<file path="config.mk">
export PLATFORM = sky130hd
export DESIGN_NAME = sinc3_decim
export DESIGN_NICKNAME = d
export VERILOG_FILES = /design/src/rtl/sinc3_pkg.sv /design/src/rtl/sinc3_tick.sv /design/src/rtl/sinc3_integ.sv /design/src/rtl/sinc3_comb.sv /design/src/rtl/sinc3_trim.sv /design/src/rtl/sinc3_decim.sv
export SDC_FILE = /design/constraint.sdc
export NUM_CORES = 1
export LEC_CHECK = 0
export BUFFER_PORTS_ARGS = -buffer_cell sky130_fd_sc_hd__buf_2
export CAP_MARGIN = 25
export CORE_ASPECT_RATIO = 1.2
export CORE_UTILIZATION = 56
export DETAILED_ROUTE_END_ITERATION = 10
export HOLD_SLACK_MARGIN = 0.06
export PLACE_DENSITY_LB_ADDON = 0.1
export SYNTH_ARGS = -nofsm -noshare
export SYNTH_HDL_FRONTEND = slang
export SYNTH_SLANG_ARGS = --single-unit
</file>
<file path="constraint.sdc">
create_clock -name clk -period 6.5 [get_ports clk]
set_input_delay 0.65 -clock clk [delete_from_list [all_inputs] [get_ports clk]]
set_output_delay 0.65 -clock clk [all_outputs]
set_load 0.02 [all_outputs]
</file>
<file path="src/rtl/sinc3_pkg.sv">
package sinc3_pkg;

  // Accumulator width: enough bits for the product of the decimation ratio
  // ORDER times, plus sign.
  function automatic int acc_bits(input int dec, input int order);
    return order * $clog2(dec) + 1;
  endfunction

  // Magnitude bits of the full-resolution DC gain dec**order.
  function automatic int gain_bits(input int dec, input int order);
    longint g;
    g = 1;
    for (int i = 0; i < order; i++) g = g * dec;
    return $clog2(g);
  endfunction

endpackage

</file>
<file path="src/rtl/sinc3_tick.sv">
// Sample-rate and decimation-rate enables plus settle tracking.
module sinc3_tick #(
  parameter int OSR_CLK = 32,
  parameter int DEC     = 520,
  parameter int ORDER   = 3
) (
  input  logic clk,
  input  logic rst_n,
  input  logic clr_i,
  output logic samp_o,
  output logic decim_o,
  output logic fire_o
);
  localparam int PH_W = $clog2(OSR_CLK);
  localparam int DC_W = $clog2(DEC);
  localparam int ST_W = $clog2(ORDER + 1);
  localparam logic [PH_W-1:0] PH_LAST = PH_W'(OSR_CLK - 1);
  localparam logic [DC_W-1:0] DC_LAST = DC_W'(DEC - 1);
  localparam logic [ST_W-1:0] ST_LAST = ST_W'(ORDER - 1);

  logic [PH_W-1:0] ph_q, ph_n;
  logic [DC_W-1:0] dc_q, dc_n;
  logic [ST_W-1:0] st_q, st_n;
  logic samp, decim;

  always_comb begin
    samp  = (ph_q == PH_LAST);
    decim = samp && (dc_q == DC_LAST);
    ph_n  = samp ? '0 : ph_q + 1'b1;
    dc_n  = dc_q;
    if (samp) dc_n = decim ? '0 : dc_q + 1'b1;
    st_n  = st_q;
    if (decim && (st_q != ST_LAST)) st_n = st_q + 1'b1;
  end

  always_ff @(posedge clk or negedge rst_n) begin
    if (!rst_n) begin
      ph_q <= '0;
      dc_q <= '0;
      st_q <= '0;
    end else if (clr_i) begin
      ph_q <= '0;
      dc_q <= '0;
      st_q <= '0;
    end else begin
      ph_q <= ph_n;
      dc_q <= dc_n;
      st_q <= st_n;
    end
  end

  assign samp_o  = samp;
  assign decim_o = decim;
  assign fire_o  = decim && (st_q == ST_LAST);
endmodule

</file>
<file path="src/rtl/sinc3_integ.sv">
// Cascade of integrators, updated once per modulator sample.
// The chain is combinational, so the last stage's new value is ready on the same edge.
module sinc3_integ #(
  parameter int ACC_W = 31,
  parameter int ORDER = 3
) (
  input  logic                    clk,
  input  logic                    rst_n,
  input  logic                    clr_i,
  input  logic                    en_i,
  input  logic                    bit_i,
  output logic signed [ACC_W-1:0] sum_o
);
  localparam logic signed [ACC_W-1:0] STEP_UP = ACC_W'(1);
  localparam logic signed [ACC_W-1:0] STEP_DN = {ACC_W{1'b1}};

  logic signed [ACC_W-1:0] chain [ORDER+1];
  logic signed [ACC_W-1:0] acc_q [ORDER];
  logic signed [ACC_W-1:0] acc_n [ORDER];

  assign chain[0] = bit_i ? STEP_UP : STEP_DN;

  for (genvar g = 0; g < ORDER; g++) begin : g_stage
    assign chain[g+1] = acc_q[g] + chain[g];
    assign acc_n[g]   = en_i ? chain[g+1] : acc_q[g];

    always_ff @(posedge clk or negedge rst_n) begin
      if (!rst_n)     acc_q[g] <= '0;
      else if (clr_i) acc_q[g] <= '0;
      else            acc_q[g] <= acc_n[g];
    end
  end

  assign sum_o = chain[ORDER];
endmodule

</file>
<file path="src/rtl/sinc3_comb.sv">
// Cascade of differentiators at the decimated rate.
module sinc3_comb #(
  parameter int ACC_W = 31,
  parameter int ORDER = 3
) (
  input  logic                    clk,
  input  logic                    rst_n,
  input  logic                    clr_i,
  input  logic                    en_i,
  input  logic signed [ACC_W-1:0] in_i,
  output logic signed [ACC_W-1:0] diff_o
);
  logic signed [ACC_W-1:0] c [ORDER+1];
  logic signed [ACC_W-1:0] z_q [ORDER];
  logic signed [ACC_W-1:0] z_n [ORDER];

  assign c[0] = in_i;

  for (genvar g = 0; g < ORDER; g++) begin : g_stage
    assign c[g+1] = c[g] - z_q[g];
    assign z_n[g] = en_i ? c[g] : z_q[g];

    always_ff @(posedge clk or negedge rst_n) begin
      if (!rst_n)     z_q[g] <= '0;
      else if (clr_i) z_q[g] <= '0;
      else            z_q[g] <= z_n[g];
    end
  end

  assign diff_o = c[ORDER];
endmodule

</file>
<file path="src/rtl/sinc3_trim.sv">
// Scale by an arithmetic right shift, then clip to the signed output range.
module sinc3_trim #(
  parameter int IN_W  = 31,
  parameter int SHIFT = 4,
  parameter int OUT_W = 24
) (
  input  logic signed [IN_W-1:0] val_i,
  output logic [OUT_W-1:0]       q_o
);
  logic signed [IN_W-1:0] sh;
  assign sh = val_i >>> SHIFT;

  if (IN_W - SHIFT <= OUT_W) begin : g_fits
    assign q_o = sh[OUT_W-1:0];
  end else begin : g_clip
    localparam logic signed [IN_W-1:0] HI = IN_W'((2 ** (OUT_W - 1)) - 1);
    localparam logic signed [IN_W-1:0] LO = ~HI;
    always_comb begin
      if (sh > HI)      q_o = HI[OUT_W-1:0];
      else if (sh < LO) q_o = LO[OUT_W-1:0];
      else              q_o = sh[OUT_W-1:0];
    end
  end
endmodule

</file>
<file path="src/rtl/sinc3_decim.sv">
module sinc3_decim #(
  parameter int OSR_CLK = 32,
  parameter int DEC     = 520,
  parameter int ORDER   = 3,
  parameter int OUT_W   = 24
) (
  input  logic             clk,
  input  logic             rst_n,
  input  logic             clr_i,
  input  logic             mod_i,
  output logic             vld_o,
  output logic [OUT_W-1:0] data_o
);
  localparam int ACC_W = sinc3_pkg::acc_bits(DEC, ORDER);
  localparam int GAIN  = sinc3_pkg::gain_bits(DEC, ORDER);
  localparam int SHIFT = (GAIN > OUT_W) ? GAIN - OUT_W : 0;

  logic [1:0] rst_sync_q;
  logic       rst_int_n;

  always_ff @(posedge clk or negedge rst_n) begin
    if (!rst_n) rst_sync_q <= '0;
    else        rst_sync_q <= {rst_sync_q[0], 1'b1};
  end
  assign rst_int_n = rst_sync_q[1];

  logic samp, decim, fire;
  logic signed [ACC_W-1:0] integ_sum, comb_diff;
  logic [OUT_W-1:0] trimmed;

  sinc3_tick #(.OSR_CLK(OSR_CLK), .DEC(DEC), .ORDER(ORDER)) u_tick (
    .clk(clk), .rst_n(rst_int_n), .clr_i(clr_i),
    .samp_o(samp), .decim_o(decim), .fire_o(fire)
  );

  sinc3_integ #(.ACC_W(ACC_W), .ORDER(ORDER)) u_integ (
    .clk(clk), .rst_n(rst_int_n), .clr_i(clr_i), .en_i(samp),
    .bit_i(mod_i), .sum_o(integ_sum)
  );

  sinc3_comb #(.ACC_W(ACC_W), .ORDER(ORDER)) u_comb (
    .clk(clk), .rst_n(rst_int_n), .clr_i(clr_i), .en_i(decim),
    .in_i(integ_sum), .diff_o(comb_diff)
  );

  sinc3_trim #(.IN_W(ACC_W), .SHIFT(SHIFT), .OUT_W(OUT_W)) u_trim (
    .val_i(comb_diff), .q_o(trimmed)
  );

  logic [OUT_W-1:0] data_q, data_n;
  logic             vld_q, vld_n;

  always_comb begin
    vld_n  = fire;
    data_n = fire ? trimmed : data_q;
  end

  always_ff @(posedge clk or negedge rst_int_n) begin
    if (!rst_int_n) begin
      vld_q  <= 1'b0;
      data_q <= '0;
    end else if (clr_i) begin
      vld_q  <= 1'b0;
      data_q <= '0;
    end else begin
      vld_q  <= vld_n;
      data_q <= data_n;
    end
  end

  assign vld_o  = vld_q;
  assign data_o = data_q;
endmodule

</file>
==> summary.md <==
| Metric | Value |
|---|---|
| H-tree depth | 1 |
| Final Cell Area | 26800 sq um |
| Share of cells above drive strength 1 | 0.378 |
| LEAKAGE | roughly 0.013 uW |
| Die W | roughly 170 microns |
| Post-DP HPWL | approximately 33 mm |
| Commonest non-fill, non-tap cell in the layout | buf_4 |
| Mapped Avg Cell Area | approximately 8.4 sq um |
| Core box area | between 30000 and 40000 sq um |
| Via count | roughly 19000 |
| Flops & latches, synth | 230 |
| Post-synth EDFFs | 0 |
| Pwr Density | 188 nW/um^2 |
| Tcrit/Tclk final | 1.54 |
| Vias/cell | about 5.9 |
| Cell taking the most area after synthesis | dfrtp_1 |
| Die area | roughly 33000 sq um |
| Root Buffer | clkbuf_16 |
| Global route hottest layer | met2 |
| Seq/Total Area, Yosys | 0.318 |
| Final setup violation count | 63 |
| Synth warn | 0 |
| FP Rows | roughly 70 |
| RSZ-0062 raised after global routing | yes |
| Final instance count without filler cells | 3209 |
| Port Buffers | 28 |
| Crit path max fanout | 11 |
| Post-DRT Antenna Nets | 0 |
| Clock sinks | 230 |
| Relative max-transition margin | 0.295 |
| Largest net degree at the start of global routing | around 130 |
| Post-layout minimum cycle time | 10030 ps |
| Routed WL | around 59 mm |
| Met3 usage | 0.0298 |
| Setup Skew | 26.4 ps |
| FMAX | about 0.10 GHz |
| Most frequent cells in the layout | buf_4 (618), nand2_1 (255), dfrtp_1 (228) |
| Placed inst area | 23000 sq um |
| Worst Setup End Kind | register |
| Iter 0 DRT Violations | 1226 |
| Final setup margin | -3530 ps |
| Top FF cell, synth | dfrtp_1 |
| Reg2reg setup slack | -3450 ps |
| Hold Path Class | reg -> async |
| Met1 usage | 0.322 |
| Met2 usage | 0.587 |
| Cell variety after synth | 82 |
| Initial antenna violation count | 0 |
| Async S/R FF share, synth | 1.00 |
| Final Hold Fails | 0 |
| Per-cell routed wire length | roughly 18 microns |
| Synthesized Nets | 2339 |
| Initial core utilization | 0.573 |
| Setup TNS | -116650 ps |
| Drc violations | 5 |
| GPL Wtd Cong | ~0.92 |
| Global-route wire length before repair | just over 80 mm |
| R2R cell count | 50 |
| Violated checks | DRC, setup timing |
| R2R Path Start | u_integ.acc_q[62] |
| Chip Height | 199 microns |
| Area Growth Syn to Fin | 48.1% |
| Nets | 2984 |
| Clock transition at the registers of the reported paths | 60 ps |
| Placed Cells | slightly above 3000 |
| GR Util All Layers | 0.296 |
| CP startpoint kind | primary input |
| Antenna cells | 0 |
| Pins over their slew limit | 0 |
| Vias in the first global route | 18200 |
| DRT Pass-1 Iters | 10 |
| Synthesized instance count | about 2100 |
| Total gr overflow | 0 |
| Slowest CP cell | fa_2 |
| Max Buffers Root-to-Sink | 3 |
| Setup CP Type | in -> reg |
| Worst vdd ir | ~0.00023 V |
| Mapped Area | ~18000 sq um |
| Worst slew pin tran | ~1100 ps |
| Crit Reg-Reg Endpoint | data_o[2] |
| Area contributors post-synth | dfrtp_1 (32%), ha_1 (13%), a21oi_1 (6.2%) |
| Largest stage delay, worst path | 360 ps |
| Max-Cap Viols | 0 |
| Post-synth top area share | 0.318 |
| Req. time, crit path | a little under 7000 ps |
| CTS Buf Count | 28 |
| CTS tree | built |
| CP arrival | approximately 10000 ps |
| Boundary Pins | 29 |
| Outcome | complete, but fails checks |
| Clock Latency Late Sink | 590 ps |
==> worst max path at each step <==
stage                from          to  slack, ps  depth (start not counted)
floorplan           mod_i  data_o[22]      -3470                         52
global placement    mod_i   data_o[4]      -3730                         52
detailed placement  mod_i  data_o[12]      -4020                         49
CTS                 mod_i  data_o[22]      -3020                         52
global route        mod_i  data_o[15]      -3860                         55
finish              mod_i   data_o[2]      -3530                         53
==> cells by family after synthesis <==
| logic type | count (synthesis) | synth area share |
|---|---|---|
| AOI/OAI and AO/OA | 580 | 0.205 |
| xor gates and xnor gates | 166 | 0.0825 |
| adders and majority gates | 192 | 0.135 |
| buffers and inverters | 210 | 0.0452 |
| DFF | 230 | 0.318 |
| muxes | 84 | 0.0466 |
| other | 1 | 0.000207 |
| and+or+nand+nor | 680 | 0.167 |
==> synthesized netlist by cell type, types with 9 or more instances <==
master,count
o21ai_0,82
nand4_1,22
nor3_1,25
xor2_1,55
nor2b_1,30
ha_1,187
o21a_1,27
a21oi_1,225
dfrtp_1,230
or3_1,12
and3_1,11
xnor2_1,108
mux2i_1,83
a31oi_1,12
a211o_1,9
nand2_1,269
o31ai_1,13
nor2_1,218
nand3_1,26
o21bai_1,21
a211oi_1,25
o211ai_1,29
inv_1,142
nand2b_1,23
buf_1,10
clkbuf_1,54
a21o_1,70
==> per-stage QoR <==
stage	utilization	hold WS [ps]	power, uW	setup WS, ps
floorplan	-	331	2270	-3470
global placement	0.728	221	2800	-3730
detailed placement	0.728	227	2850	-4020
CTS	0.802	231	4820	-3020
global route	0.849	254	5230	-3860
finish	0.849	219	5030	-3530
==> routing by layer <==
layer | wire length, microns | part of all wire
met1 | 22200 | 0.38
met2 | 30700 | 0.52
met3 | 2790 | 0.047
met4 | 3430 | 0.058
met5 | 0 | 0
==> sequential cells by signal, summed over array words and instances (netlist names) <==
name and cells:
data_o 24, u_comb.z_q 93, u_tick.st_q 2, rst_sync_q 2, u_integ.acc_q 93, u_tick.dc_q 10, vld_o 1, u_tick.ph_q 5
==> final cells by class <==
cell class,instances,area [sq um]
Multi-Input combinational cell,1704,13600
Sequential cell,230,5760
Timing Repair Buffer,682,5280
Fill cell,1584,4760
Clock buffer,40,857
Inverter,142,537
Tap cell,401,502
Clock inverter,10,203
==> repair_timing <==
item | 4_1_cts | 5_1_grt
gates cloned | 1 | 2
hold buffers | 1 | 0
hold endpoints to repair | 2 | 0
setup buffers | 61 | 51
pin swaps | 127 | 179
resized for setup | 161 | 207
endpoints found under the setup margin | 62 | 72
==> where the power goes <==
part | internal [uW] | switching, uW
combinational | 895 | 886
sequential | 1440 | 5.62
clock | 1140 | 663
total | 3480 | 1550
==> critical path, delay by kind of cell <==
kind	cells	cell delay, ps
AOI/OAI and AO/OA	21	4150
xor gates and xnor gates	5	780
adders and majority gates	6	1940
buffers and inverters	8	1270
and+or+nand+nor	13	1650
Power figures use the tool's default switching activity.
